--- src/rtl/opcore16.sv ---
module opcore16 #(
  parameter logic [15:0] RESET_PC  = 16'h3000,
  parameter logic [15:0] HALT_WORD = 16'hF025
) (
  input  logic        clk,
  input  logic        rst,
  output logic [15:0] imem_addr,
  input  logic [15:0] imem_data,
  output logic        halted,
  input  logic [2:0]  dbg_sel,
  output logic [15:0] dbg_val
);
  localparam int NREG = 8;

  logic [15:0] pc;
  logic [15:0] rf [NREG];
  logic [15:0] opa, opb, res;

  wire [3:0]  op     = imem_data[15:12];
  wire [2:0]  dst    = imem_data[11:9];
  wire [2:0]  src1   = imem_data[8:6];
  wire [2:0]  src2   = imem_data[2:0];
  wire        immsel = imem_data[5];
  wire [15:0] simm   = {{11{imem_data[4]}}, imem_data[4:0]};

  wire do_add  = (op == 4'b0001);
  wire do_and  = (op == 4'b0101);
  wire do_inv  = (op == 4'b1001) && (imem_data[5:0] == 6'h3F);
  wire is_halt = (imem_data == HALT_WORD);
  wire wr_en   = !halted && !is_halt && (do_add || do_and || do_inv);

  assign imem_addr = pc;
  assign dbg_val   = rf[dbg_sel];
  assign opa       = rf[src1];
  assign opb       = immsel ? simm : rf[src2];

  always_comb begin
    if (do_add)      res = opa + opb;
    else if (do_and) res = opa & opb;
    else             res = ~opa;
  end

  always_ff @(posedge clk) begin
    if (rst) begin
      pc     <= RESET_PC;
      halted <= 1'b0;
      for (int i = 0; i < NREG; i++) rf[i] <= '0;
    end else if (!halted) begin
      if (is_halt) halted <= 1'b1;
      else         pc     <= pc + 16'd1;
      if (wr_en) rf[dst] <= res;
    end
  end
endmodule


--- config.mk ---
export PLATFORM = sky130hd
export DESIGN_NAME = opcore16
export DESIGN_NICKNAME = d
export VERILOG_FILES = /design/src/rtl/opcore16.sv
export SDC_FILE = /design/constraint.sdc
export NUM_CORES = 1
export LEC_CHECK = 0
export BUFFER_PORTS_ARGS = -buffer_cell sky130_fd_sc_hd__buf_2
export CAP_MARGIN = 20
export CORE_MARGIN = 1.5
export CORE_UTILIZATION = 60
export DETAILED_ROUTE_END_ITERATION = 6
export PLACE_DENSITY = 0.84
export SETUP_SLACK_MARGIN = 0.1
export SLEW_MARGIN = 40
export SYNTH_ARGS = -nofsm -noshare
export SYNTH_HDL_FRONTEND = slang
export SYNTH_SLANG_ARGS = --single-unit
--- constraint.sdc ---
create_clock -name clk -period 7.05 [get_ports clk]
set_input_delay 1.41 -clock clk [delete_from_list [all_inputs] [get_ports clk]]
set_output_delay 1.41 -clock clk [all_outputs]
set_load 0.02 [all_outputs]
==> flow_summary.ini, run 1 <==
[run_status]
outcome = complete, no violations

[final_layout]
layout.nets = 806
multi_input_area_mm2 = 0.005151
final-seq-area_mm2 = 0.004184
diodes = 0
layout-drive-gt1-share_pct = 35.90
area_delta_synth_final_pct = 9.830
fillers = 1117
finalInstanceArea_mm2 = 0.01054

[synth]
synth-seq-cells = 145
syn_area_per_cell_um2 = 12.88
synth_top_area_share_pct = 40.05
synthTopCellsByCount = 128 x edfxtp_1, 116 x nor2_1, 89 x mux4_2, 36 x nand2_1, 32 x mux2_2
synth_top_cell_by_area = edfxtp_1
ys_warn_count = 0
yosysSeqAreaShare_pct = 43.59
synth_edf_count = 128
synthCells = 745
async_reset_ff_share_pct = 0
yosysMostFrequentCell = edfxtp_1
ys.flop_type = edfxtp_1
yosysUniqueCellTypes = 62
synth_area_leaders = edfxtp_1 40%, mux4_2 21%, nor2_1 4.5%
synth_area_mm2 = 0.009598
synth_fp_nets = 784

[cts]
cts_made_buffers = 17
clk_latency_ns = 0.43
cts.sinks = 145
clock-root-buffer = clkbuf_16
h-tree-depth = 4
cts_setup_buffers = 0
cts_tree = done
cts_hold_buf = 0
clock_path_buffers = 2
path_clk_slew_ns = 0.06
post_cts_resized = 0

[detailed_routing]
avgViaCountPerCell = 6.905
wl_per_cell_um = 25.39
drt_iter0_markers = 704
ant_nets = 0
dr.pass1.iters = 5
routed_wirelength_um = 25290
drc_errors = 0
vias = 6877

[critical_path]
critical_path_buf_inv_count = 2
end_kind = flip-flop
crit_family = compound AO/OA/AOI/OAI gates
max_stage_delay_ns = 0.55
cp.required_ns = 7.20
slowest_stage = buf_2
reg2reg_from = rf[3][0]
arrival_ns = 5.12
crit_fanout = 20
crit_path_cell_trace = buf_2 -> mux4_2 -> nand2_1 -> o21ai_0 -> ha_1 -> inv_1 -> fa_1 -> and2b_1 -> o2111ai_1 -> a211oi_2 -> o211ai_1 -> a21bo_2 -> a31oi_4 -> nor2_1
cp-start-kind = primary input
reg2reg_depth = 12
reg2reg_to = rf[5][14]
rrSetupSlack_ns = 3.32
criticalPathCategory = primary input to flip-flop

[power]
p_total_w = 0.002397
p_leak_nw = 3.779
power_density_mw_per_mm2 = 227.3
vdd_ir_drop_max_uv = 173.1

[grt]
antenna_found_initial = 0
grtUsageTotal_pct = 31.24
grt_max_degree = 35
grt_pass1_vias = 6848
overflow = 0
grt_pass1_wl_um = 37890

[placement]
gp_congestion = 0.9892
hpwl_um = 15470
portBuffers = 53
placed_area_mm2 = 0.009917

[sta]
finalHoldViolCount = 0
skew_ns = 0.01671
worst_pin_slew_ns = 0.7037
fin_crit_ns = 4.962
setup_viol = 0
totalNegativeSetupSlack_ns = 0
period_share_pct = 70.39
slew_violations = 0
relSlewSlack_pct = 53.09
max_freq_ghz = 0.2015
rsz0062_at_grt = no

[die]
die_h_um = 129.5
io_pins = 54
die-area_mm2 = 0.01676
die_x_um = 129.5
num_rows = 46
start_util_pct = 60.86
fp.coreArea_mm2 = 0.01577

[min_path]
holdPathEnd = imem_addr[9]
hold_depth = 2
hp-start = imem_addr[9]
hp-class = flip-flop to flip-flop

[flow_run]
drv_cap = 0
## worst max-delay path by stage
stage	depth (start not counted)	slack [ns]	end	from
6_report	14	2.09	rf[5][14]	imem_data[2]
5_1_grt	14	1.96	rf[5][14]	imem_data[2]
4_1_cts	14	1.96	rf[5][14]	imem_data[1]
3_5_place_dp	14	1.64	rf[5][14]	imem_data[1]
3_3_place_gp	13	1.57	rf[1][14]	imem_data[6]
2_1_floorplan	14	2.50	rf[0][14]	imem_data[7]
## per-layer routing
layer | track usage, % | vias up | routed length (um)
li1 | - | 2930 | -
met1 | 39.87 | 3393 | 9346
met2 | 52.10 | 475 | 12610
met3 | 6.441 | 79 | 2498
met4 | 13.99 | 0 | 832
met5 | 0 | - | 0
## power breakdown
group          leakage, nW  total (W)  switching, W  internal, W
registers             1.46   0.000988     0.0000235     0.000965
logic                 2.02   0.000462      0.000272     0.000191
clock network        0.298   0.000946      0.000345     0.000601
total                 3.78    0.00240      0.000640      0.00176
## cells by family after synthesis
kind of cell               after synthesis  share of synthesized area, %
and+or+nand+nor                        258                         13.43
buffers and inverters                   60                         3.129
muxes                                  144                         28.28
adders and majority gates               18                         2.425
xor gates and xnor gates                22                         2.008
DFF                                    145                         43.59
AOI/OAI and AO/OA                       98                         7.144
## layout make-up
cell class              instances  share of cell area (%)
multi-input cells             540                   48.87
clock inverters                10                   1.519
well taps                     216                   2.564
inverters                       9                  0.3205
flip-flops and latches        145                   39.69
clock buffers                  22                   4.309
repair buffers                 54                   2.730
## state kept, by name, indices dropped and copies added (netlist names)
register and flops:
halted 1, imem_addr 16, rf 128
## worst min-delay path, cell delays in order (launching register included)
cell and delay [ns]:
dfxtp_1 0.33, o21ai_0 0.08, a21oi_1 0.06
## per-stage QoR
| step | setup WS (ns) | instances | util (%) | hold slack, ns |
|---|---|---|---|---|
| floorplan | 2.496 | 745 | - | 0.5698 |
| global placement | 1.568 | 964 | 62.61 | 0.4844 |
| detailed placement | 1.638 | 964 | 62.88 | 0.5079 |
| CTS | 1.961 | 996 | 66.78 | 0.5160 |
| global route | 1.960 | 996 | 66.84 | 0.5624 |
| finish | 2.088 | 996 | 66.84 | 0.5212 |
## placed cells by master (no fill, tap or decap), types with 15 or more instances in the layout
| cell type | instances |
|---|---|
| mux2i_1 | 15 |
| ha_1 | 17 |
| o21ai_0 | 24 |
| dfxtp_1 | 17 |
| nor2_1 | 115 |
| nor3_1 | 22 |
| a21oi_1 | 31 |
| nor2_2 | 26 |
| mux4_2 | 89 |
| edfxtp_1 | 128 |
| nand2_1 | 32 |
| clkbuf_16 | 17 |
| buf_2 | 47 |
| mux2_2 | 32 |
(Power assumes the default switching activity.)
==> run 2: changes to the inputs <==
==> constraint.sdc (replaced) <==
create_clock -name clk -period 4.8 [get_ports clk]
set_input_delay 0.96 -clock clk [delete_from_list [all_inputs] [get_ports clk]]
set_output_delay 0.96 -clock clk [all_outputs]
set_load 0.02 [all_outputs]
==> flow_summary.ini, run 2 (synthesis gave the netlist of run 1 again) <==
[detailed_routing]
wl_per_cell_um = 24.88
routed_wirelength_um = 25670
drc_errors = 0
vias = 6955
dr.pass1.iters = 5
drt_iter0_markers = 812
avgViaCountPerCell = 6.739
ant_nets = 0

[die]
fp.coreArea_mm2 = 0.01577
num_rows = 46
die-area_mm2 = 0.01676
start_util_pct = 60.86
die_h_um = 129.5
die_x_um = 129.5
io_pins = 54

[grt]
grt_pass1_vias = 6970
grtUsageTotal_pct = 31.71
grt_max_degree = 33
grt_pass1_wl_um = 38850
overflow = 0
antenna_found_initial = 0

[sta]
relSlewSlack_pct = 43.10
rsz0062_at_grt = no
slew_violations = 0
setup_viol = 0
fin_crit_ns = 4.157
finalHoldViolCount = 0
totalNegativeSetupSlack_ns = 0
period_share_pct = 86.61
skew_ns = 0.01129
max_freq_ghz = 0.2405
worst_pin_slew_ns = 0.8526

[min_path]
hp-class = flip-flop to flip-flop
hp-start = imem_addr[14]
holdPathEnd = imem_addr[14]
hold_depth = 2

[power]
p_sw_share_pct = 28.97
power_density_mw_per_mm2 = 318.6
p_leak_nw = 3.927
pwr-share-clk_pct = 36.9
p_total_w = 0.003427
pwr-share-comb_pct = 20.7
p_switching_w = 0.0009927
pwr-share-seq_pct = 42.3
vdd_ir_drop_max_uv = 237.8
internal_power_w = 0.002434

[final_layout]
final-seq-area_mm2 = 0.004184
multi_input_area_mm2 = 0.005114
area_delta_synth_final_pct = 12.08
layout-drive-gt1-share_pct = 37.50
fillers = 1133
layout.nets = 842
largest_register = rf
final_cell_mix = 128 x edfxtp_1, 116 x nor2_1, 89 x mux4_2
diodes = 0
finalInstanceArea_mm2 = 0.01076
layout_commonest_cell = edfxtp_1
largest_reg_flops = 128

[cts]
cts_hold_buf = 0
clock-root-buffer = clkbuf_16
cts_made_buffers = 17
cts_tree = done
cts_setup_buffers = 0
post_cts_resized = 0
path_clk_slew_ns = 0.06
clk_latency_ns = 0.43
clock_path_buffers = 2
cts.sinks = 145
h-tree-depth = 4

[critical_path]
reg2reg_depth = 13
crit_fanout = 10
reg2reg_from = rf[1][0]
end_kind = flip-flop
cp-start-kind = primary input
criticalPathCategory = primary input to flip-flop
cp.required_ns = 4.95
rrSetupSlack_ns = 1.18
reg2reg_to = rf[4][10]
arrival_ns = 4.31

[run_status]
outcome = complete, no violations

[flow_run]
drv_cap = 0

[placement]
placed_area_mm2 = 0.01019
hpwl_um = 17600
portBuffers = 53
gp_congestion = 0.9711
run 2: changes by cell type in the layout (fill, tap and decap cells not counted), moves of 4 or more:
cell,delta
buf_4,+27
nand2b_2,-8
buf_12,+4
nand2_2,-4
nand2b_1,+8
clkbuf_1,-4
buf_2,+5
nand2_1,+4
run 2: worst max-delay path by stage:
| stage | slack (ns) | cells past startpoint | endpoint | start |
|---|---|---|---|---|
| floorplan | 0.70 | 14 | rf[0][14] | imem_data[7] |
| global placement | 0.33 | 11 | rf[6][14] | imem_data[6] |
| detailed placement | 0.24 | 11 | rf[6][14] | imem_data[6] |
| CTS | 0.67 | 11 | rf[6][14] | imem_data[6] |
| global route | 0.39 | 12 | rf[6][13] | imem_data[6] |
| finish | 0.64 | 13 | rf[4][10] | imem_data[6] |
run 2: final cells by class:
class	instances	share of cell area, %
flip-flops and latches	145	38.89
inverters	9	0.3140
well taps	216	2.512
repair buffers	90	5.536
multi-input cells	540	47.53
clock inverters	15	1.256
clock buffers	17	3.954
run 2: metrics by stage:
step                cells  setup slack (ns)  hold slack [ns]  util (%)
global placement     1000            0.3320           0.4786     64.65
global route         1032            0.3944           0.5444     68.22
detailed placement   1000            0.2398           0.5001     64.65
floorplan             745            0.6956           0.5698         -
CTS                  1032            0.6712           0.5104     68.20
finish               1032            0.6426           0.5014     68.22
run 2: layer usage:
layer,global-route usage [%],part of all wire [%]
met5,0,0
met4,12.09,2.7
met3,6.689,9.2
met2,53.54,51
met1,40.69,37
run 2: worst max-delay path, cell delays in order:
cell       delay (ns)
buf_2            0.34
mux4_2           0.56
mux2_2           0.29
ha_1             0.23
inv_1            0.09
fa_1             0.20
and2b_1          0.21
o2111ai_1        0.33
nand2_1          0.20
a21oi_1          0.29
xor2_1           0.20
o21a_1           0.29
nor3_1           0.11
run 2: power by group through the flow:
stage | logic, W | clock network [W] | registers [W]
floorplan | 0.000523 | 0 | 0.00146
global placement | 0.000685 | 0 | 0.00147
detailed placement | 0.000700 | 0 | 0.00148
CTS | 0.000706 | 0.00127 | 0.00145
global route | 0.000760 | 0.00132 | 0.00145
finish | 0.000711 | 0.00127 | 0.00145
